--- src/rtl/byte_fifo_pkg.sv ---
package byte_fifo_pkg;
  // control write field positions
  localparam int CTL_W        = 16;
  localparam int CTL_REQ_EN   = 0;
  localparam int CTL_REQ_FULL = 1;
  localparam int CTL_PKT_GATE = 2;
  localparam int CTL_IRQ_EN   = 3;
  localparam int CTL_FLUSH    = 4;
  localparam int CTL_THR_LSB  = 8;
  localparam int THR_W        = 5;
  // threshold field counts fill level in steps of 2**THR_SHIFT bytes
  localparam int THR_SHIFT    = 3;

  typedef struct packed {
    logic reqEnable;
    logic reqOnFull;
    logic pktGate;
    logic irqEnable;
    logic [THR_W-1:0] thrField;
  } fifo_ctrl_t;

  // strobes from control to datapath
  typedef struct packed {
    logic push;
    logic pop;
    logic clear;
  } fifo_strobe_t;
endpackage

--- src/rtl/byte_fifo_store.sv ---
module byte_fifo_store
  import byte_fifo_pkg::*;
#(
  parameter int DEPTH  = 32,
  parameter int BYTE_W = 8,
  parameter int BPW    = 2,
  localparam int AW     = $clog2(DEPTH),
  localparam int LVL_W  = $clog2(DEPTH + 1),
  localparam int WORD_W = BYTE_W * BPW
) (
  input  logic              clk,
  input  logic              rstN,
  input  fifo_strobe_t      stb,
  input  logic [BYTE_W-1:0] byteIn,
  output logic [LVL_W-1:0]  fillLevel,
  output logic [WORD_W-1:0] wordOut
);
  logic [BYTE_W-1:0] mem [DEPTH];
  logic [AW-1:0]     wrPtr, rdPtr;
  logic [LVL_W-1:0]  fillQ, fillNext;

  always_comb begin
    fillNext = fillQ;
    if (stb.push) fillNext = fillNext + LVL_W'(1);
    if (stb.pop)  fillNext = fillNext - LVL_W'(BPW);
  end

  always_ff @(posedge clk) begin
    if (!rstN) begin
      wrPtr <= '0;
      rdPtr <= '0;
      fillQ <= '0;
    end else if (stb.clear) begin
      wrPtr <= '0;
      rdPtr <= '0;
      fillQ <= '0;
    end else begin
      if (stb.push) wrPtr <= wrPtr + AW'(1);
      if (stb.pop)  rdPtr <= rdPtr + AW'(BPW);
      fillQ <= fillNext;
    end
  end

  always_ff @(posedge clk) begin
    if (stb.push && !stb.clear) mem[wrPtr] <= byteIn;
  end

  // word packer: oldest byte lands in the most significant lane
  for (genvar g = 0; g < BPW; g++) begin : g_lane
    assign wordOut[(BPW-1-g)*BYTE_W +: BYTE_W] = mem[rdPtr + AW'(g)];
  end

  assign fillLevel = fillQ;

  // level never exceeds the store size
  p_fill_bound_r2: assert property (@(posedge clk) disable iff (!rstN)
    fillQ <= LVL_W'(DEPTH));
  // control never pushes into a full store
  p_no_overflow_r3: assert property (@(posedge clk) disable iff (!rstN)
    stb.push |-> fillQ != LVL_W'(DEPTH));
  // a pop removes exactly one word's worth of bytes
  p_pop_count_r4: assert property (@(posedge clk) disable iff (!rstN)
    (stb.pop && !stb.clear) |=>
      (int'(fillQ) + BPW == int'($past(fillQ)) + int'($past(stb.push))));
  // clear leaves the store empty
  p_flush_empty_r10: assert property (@(posedge clk) disable iff (!rstN)
    stb.clear |=> fillQ == '0);
endmodule

--- src/rtl/byte_fifo_ctrl.sv ---
module byte_fifo_ctrl
  import byte_fifo_pkg::*;
#(
  parameter int DEPTH = 32,
  parameter int BPW   = 2,
  localparam int LVL_W = $clog2(DEPTH + 1),
  localparam int CMP_W = (LVL_W > THR_W + THR_SHIFT) ? LVL_W : THR_W + THR_SHIFT
) (
  input  logic             clk,
  input  logic             rstN,
  input  logic             byteValid,
  input  logic             wordReady,
  input  logic             ctrlWe,
  input  logic [CTL_W-1:0] ctrlWdata,
  input  logic             pktCountNz,
  input  logic             statusRead,
  input  logic [LVL_W-1:0] fillLevel,
  output fifo_strobe_t     stb,
  output logic             wordValid,
  output logic             dmaReq,
  output logic             irq,
  output logic             overflow
);
  fifo_ctrl_t ctrlQ;
  logic       ovfQ;
  logic       flushNow, isFull, isEmpty, dropByte;
  logic       thrMet, condMet, reqAllowed;
  logic [CMP_W-1:0] fillExt, thrExt;

  assign flushNow = ctrlWe && ctrlWdata[CTL_FLUSH];
  assign isFull   = (fillLevel == LVL_W'(DEPTH));
  assign isEmpty  = (fillLevel == '0);
  assign wordValid = (fillLevel >= LVL_W'(BPW));

  assign stb.clear = flushNow;
  assign stb.push  = byteValid && !isFull && !flushNow;
  assign stb.pop   = wordValid && wordReady && !flushNow;
  assign dropByte  = byteValid && isFull && !flushNow;

  // threshold compare in widened arithmetic
  assign fillExt = CMP_W'(fillLevel);
  assign thrExt  = CMP_W'({ctrlQ.thrField, {THR_SHIFT{1'b0}}});
  assign thrMet  = !isEmpty && (fillExt >= thrExt);
  assign condMet = ctrlQ.reqOnFull ? isFull : thrMet;

  assign reqAllowed = !ctrlQ.pktGate || pktCountNz;
  assign dmaReq     = ctrlQ.reqEnable && condMet && reqAllowed;
  assign irq        = ctrlQ.irqEnable && condMet;
  assign overflow   = ovfQ;

  always_ff @(posedge clk) begin
    if (!rstN) begin
      ctrlQ <= '0;
    end else if (ctrlWe) begin
      ctrlQ.reqEnable <= ctrlWdata[CTL_REQ_EN];
      ctrlQ.reqOnFull <= ctrlWdata[CTL_REQ_FULL];
      ctrlQ.pktGate   <= ctrlWdata[CTL_PKT_GATE];
      ctrlQ.irqEnable <= ctrlWdata[CTL_IRQ_EN];
      ctrlQ.thrField  <= ctrlWdata[CTL_THR_LSB +: THR_W];
    end
  end

  always_ff @(posedge clk) begin
    if (!rstN)           ovfQ <= 1'b0;
    else if (dropByte)   ovfQ <= 1'b1;
    else if (statusRead) ovfQ <= 1'b0;
  end

  // flag holds without a read
  p_ovf_sticky_r3: assert property (@(posedge clk) disable iff (!rstN)
    (overflow && !statusRead) |=> overflow);
  // a byte offered to a full store raises the flag
  p_ovf_set_r3: assert property (@(posedge clk) disable iff (!rstN)
    (byteValid && isFull && !ctrlWe) |=> overflow);
  // disabled request stays low
  p_req_off_r7: assert property (@(posedge clk) disable iff (!rstN)
    !ctrlQ.reqEnable |-> !dmaReq);
  // gated request needs a live packet count
  p_req_gate_r8: assert property (@(posedge clk) disable iff (!rstN)
    (ctrlQ.pktGate && !pktCountNz) |-> !dmaReq);
  // interrupt only while enabled and never from an empty store
  p_irq_off_r9: assert property (@(posedge clk) disable iff (!rstN)
    irq |-> (ctrlQ.irqEnable && !isEmpty));
endmodule

--- src/rtl/byte_fifo_dreq.sv ---
module byte_fifo_dreq
  import byte_fifo_pkg::*;
#(
  parameter int DEPTH  = 32,
  parameter int BYTE_W = 8,
  parameter int BPW    = 2,
  localparam int LVL_W  = $clog2(DEPTH + 1),
  localparam int WORD_W = BYTE_W * BPW
) (
  input  logic              clk,
  input  logic              rstN,
  input  logic              byteValid,
  input  logic [BYTE_W-1:0] byteData,
  input  logic              wordReady,
  output logic              wordValid,
  output logic [WORD_W-1:0] wordData,
  input  logic              ctrlWe,
  input  logic [CTL_W-1:0]  ctrlWdata,
  input  logic              pktCountNz,
  input  logic              statusRead,
  output logic [LVL_W-1:0]  fillLevel,
  output logic              dmaReq,
  output logic              irq,
  output logic              overflow
);
  fifo_strobe_t stb;

  byte_fifo_ctrl #(.DEPTH(DEPTH), .BPW(BPW)) u_ctrl (
    .clk, .rstN, .byteValid, .wordReady, .ctrlWe, .ctrlWdata,
    .pktCountNz, .statusRead, .fillLevel, .stb, .wordValid,
    .dmaReq, .irq, .overflow
  );

  byte_fifo_store #(.DEPTH(DEPTH), .BYTE_W(BYTE_W), .BPW(BPW)) u_store (
    .clk, .rstN, .stb, .byteIn(byteData), .fillLevel, .wordOut(wordData)
  );
endmodule

--- config.mk ---
export PLATFORM = sky130hd
export DESIGN_NAME = byte_fifo_dreq
export DESIGN_NICKNAME = d
export VERILOG_FILES = /design/src/rtl/byte_fifo_pkg.sv /design/src/rtl/byte_fifo_store.sv /design/src/rtl/byte_fifo_ctrl.sv /design/src/rtl/byte_fifo_dreq.sv
export SDC_FILE = /design/constraint.sdc
export NUM_CORES = 1
export LEC_CHECK = 0
export BUFFER_PORTS_ARGS = -buffer_cell sky130_fd_sc_hd__buf_2
export CAP_MARGIN = 20
export CORE_ASPECT_RATIO = 1.25
export CORE_MARGIN = 1.5
export CORE_UTILIZATION = 32
export DETAILED_ROUTE_END_ITERATION = 6
export PLACE_DENSITY = 0.48
export SLEW_MARGIN = 25
export SYNTH_ARGS = -nofsm -noshare
export SYNTH_HDL_FRONTEND = slang
export SYNTH_SLANG_ARGS = --single-unit
export TNS_END_PERCENT = 20
--- constraint.sdc ---
create_clock -name clk -period 6.5 [get_ports clk]
set_input_delay 1.3 -clock clk [delete_from_list [all_inputs] [get_ports clk]]
set_output_delay 1.3 -clock clk [all_outputs]
set_load 0.01 [all_outputs]
==> run summary <==
The run finished with clean final reports. The run gives 0.2373 mV as the worst IR drop on VDD. The logs give 11450 um2 for the summed instance area of the synthesized netlist and 37.01% for the headroom to the max-slew limit. In the synthesized netlist, the number of instances is 560. Pin placement for this block handled 57 I/O pins. For the worst-skew pair, the clock arrives at the later sink with an insertion delay of 560 ps.

The post-synthesis area per instance came out at 20.44 um2. Setup violations remaining at the end of the flow were counted as 0. During synthesis, Yosys emitted a total of 0 warnings.

The simple-gate share of the synthesized area works out to 4.404%. For this run, the number of standard cells in the final layout without fillers is 1118. For this design the static power due to leakage is 4.125 nW.

The leftover overflow at the end of global routing was 0. The run gives 0 as the number of hold violations in the final report. Power spread over the standard cell area amounts to 340.5 nW/um2.

The area of the core region was 35360 um2; the part of the total power dissipated in combinational logic was 17.9%. By area, the combinational part of the netlist is dominated by multiplexers. The vertical extent of the die was 214.5 um; the number of nets with antenna violations after detailed routing was 0.

TritonCTS built the clock tree. For the number of buffers inserted by hold repair at cts, the log shows 0. The cell type group with the largest total delay on the critical path was multiplexers. The die covers 36930 um2. After Yosys synthesis, full adders, half adders and majority gates account for 1.202% of the synthesized area. The half-perimeter wire length after placement came out at 14840 um.

For the pin with the worst max-slew slack, the measured transition is 941.4 ps. Of all nets on the critical path, the largest fanout is 35. In the layout the commonest cells are edfxtp_1, mux4_2, buf_2.

Based on the critical path, the design can be clocked at up to 0.2447 GHz. For the initial core utilization, the log shows 32.38%. Compared with the post-synthesis result, the final layout area differs by 13.74%. Cell area after layout: 13020 um2.

After synthesis, the share of cell area in mux cells is 17.53%. After detailed routing, the number of remaining DRC violations is 0. The max-slew violation count was 0; the number of resized instances in the post-cts repair step was 0. After clock tree synthesis, the clock-pin slew on the worst setup and hold paths is 70 ps. Data arrival time at the worst-slack endpoint: 2790 ps.

Final worst clock skew: 20.53 ps. Counting every sink on the clock net gives 285. Clock tree synthesis inserted a total of 29 buffers. The placed instances occupy a cell area of 12120 um2.

The number of placement rows was 77. The critical path goes through buf_4, mux4_1, mux4_2, buf_2. The post-synth net total was 602. The tools report the part of the total power dissipated in sequential elements as 46.6%. STA puts the critical path data required time at 5200 ps. The synthesized netlist devotes 0.9180% of its cell area to XOR and XNOR gates. The critical path launch point type is a register.

The net count of the finished layout is 662. The tools report the category of the worst setup path capture point as a primary output. The initial antenna violation count is 0, and the fraction of the mapped netlist area in compound gates is 1.530%. The shortest clock period the worst path allows after layout is 4086 ps, and the number of cells after detailed placement is 1063. Type of the worst setup path: reg2out. The switching power as a share of total power works out to 25.23%. The sequential cell area fraction in the yosys report was 72.22%. The multi-input combinational cells in the finished layout cover a total of 2929 um2. In this design, the stage delay of the slowest critical-path cell is 700 ps. In this run the horizontal extent of the chip is 172.2 um. Across the run, the number of max-cap violations was 0. The routed length per placed instance is 21.23 um. Setup repair after global routing left no endpoint under its margin.

Counting flops and latches in the post-synthesis netlist gives 285. The run gives 3 as the number of buffers on the longest clock path. The tools report the footprint of the flip-flops and latches as 8270 um2. The number of port buffers is 50.

Global routing consumed, over all layers together, 13.24% of the routing resources. Once the clock tree was built, the setup fixing pass inserted 0 buffers. In the final timing run, aggregate negative setup slack is 0 ps.

The tools report the total number of vias as 5306. The H-tree depth was 1. The class of the tightest hold or removal check is reg2reg. Of the total power, the clock network draws 35.5%. The part of the cycle the worst path needs was 62.86%. The final layout contains routed wiring with a total length of 23740 um. The largest net degree at the start of global routing is 36. The library cell used most frequently in the layout, excluding fill and tap cells, is edfxtp_1. The internal portion of the total power is 3.315 mW. The tools report the cell at the root of the clock tree as clkbuf_16. Synthesis instantiated 52 different standard cells from the library. For this block, the initial DRC count from the detailed router was 315. The ratio of cells with drive above 1 in the final layout was 24.88%; the number of buffer and inverter instances along the worst setup path was 2.

Dividing the detail-routed via count by the number of cells gives 4.746. The largest individual stage delay along the critical path comes from the cell mux4_1. Via count of the first global-routing pass: 5760. The utilization of the core after routing was 36.83%; the wire length of the first global-routing pass was 35480 um.

The fill cell instance count of the final layout is 3277, and the final RePlAce weighted congestion is 0.7437. The number of iterations in the first detailed-routing pass was 4. In this run the power spent charging and discharging nets is 1.119 mW.
logic make-up after synthesis:
family          after synthesis
buf+inv                      37
simple gates                101
fa+ha+maj                    11
mux                          90
flops                       285
compound gates               24
xor+xnor                     12
registers in the layout, summed over array words and instances, names as in the netlist, named ones only:
| signal | count |
|---|---|
| u_store.fillLevel | 6 |
| u_store.rdPtr | 4 |
| u_ctrl.ctrlQ | 9 |
| u_store.wrPtr | 5 |
| u_ctrl.overflow | 1 |
| u_store.mem | 256 |
power by group through the flow:
stage	clock (mW)	sequential, mW	combinational (mW)
4_1_cts	1.62	2.07	0.819
3_3_place_gp	0	2.10	0.803
2_1_floorplan	0	2.10	0.622
3_5_place_dp	0	2.11	0.815
5_1_grt	1.70	2.07	0.864
6_report	1.57	2.07	0.793
Yosys cell counts (all sizes together):
master,number,area [um2]
a21boi,2,15.02
nor4b,1,23.77
nor3b,2,15.01
or3,2,17.52
o211a,1,10.01
xnor2,4,35.03
or3b,1,8.760
o2111ai,1,8.760
nand4,5,31.28
clkbuf,7,30.03
a221oi,1,8.760
nor3,4,20.02
a2bb2oi,1,8.760
a32oi,1,8.760
inv,11,41.29
nor2b,10,62.56
a21bo,1,10.01
nor4,2,12.51
nor2,49,183.9
edfxtp,256,7687
mux2i,10,103.9
o221ai,1,8.760
nand3,4,20.02
dfxtp,29,580.6
nand3b,4,30.03
or2,2,15.02
a21oi,7,38.79
xor2,8,70.07
o31a,1,8.760
a211oi,1,7.510
buf,19,180.2
a31oi,2,18.77
ha,11,137.6
o21ai,3,15.01
o211ai,1,7.510
nand2,15,63.81
mux4,80,1903
worst reg2reg max path: stages, from the launching register on:
cell and delay, ps:
dfxtp_1 460, inv_1 100, ha_1 220, nor4b_4 160
a21oi_2 150, buf_4 200, nand2_1 270, nor2_1 800
path summary, 6_finish.rpt:
check | slack, ps | end | cells past startpoint | from
setup / recovery | 2410 | wordData[2] | 4 | u_store.rdPtr[1]
hold / removal | 520 | u_ctrl.ctrlQ[1] | 2 | u_ctrl.ctrlQ[1]
setup reg to reg | 3770 | u_store.mem[23][4] | 7 | u_store.fillLevel[1]
hold reg to reg | 520 | u_ctrl.ctrlQ[1] | 2 | u_ctrl.ctrlQ[1]
layout make-up:
class	count	share of cell area, %
timing repair buffer	55	2.210
clock inverter	19	1.143
tap	474	4.555
clock buffer	35	5.746
multi-input combinational	238	22.49
inverter	11	0.3171
sequential	285	63.52
antenna	1	0.01922
per-stage QoR:
| stage | setup slack, ps | hold WS, ps | total power [mW] |
|---|---|---|---|
| finish | 2414 | 517.2 | 4.434 |
| CTS | 2317 | 522.0 | 4.509 |
| global placement | 2945 | 498.2 | 2.907 |
| global route | 2278 | 544.7 | 4.632 |
| detailed placement | 2908 | 500.9 | 2.921 |
| floorplan | 3567 | 475.7 | 2.724 |
per-layer routing:
metal	vias to the layer above	routed length (um)	global-route usage [%]
met2	85	13000	24.37
met5	-	0	0
li1	2419	-	-
met1	2774	9589	15.81
met3	28	754	1.938
met4	0	395	3.797
Power figures use the tool's default switching activity.
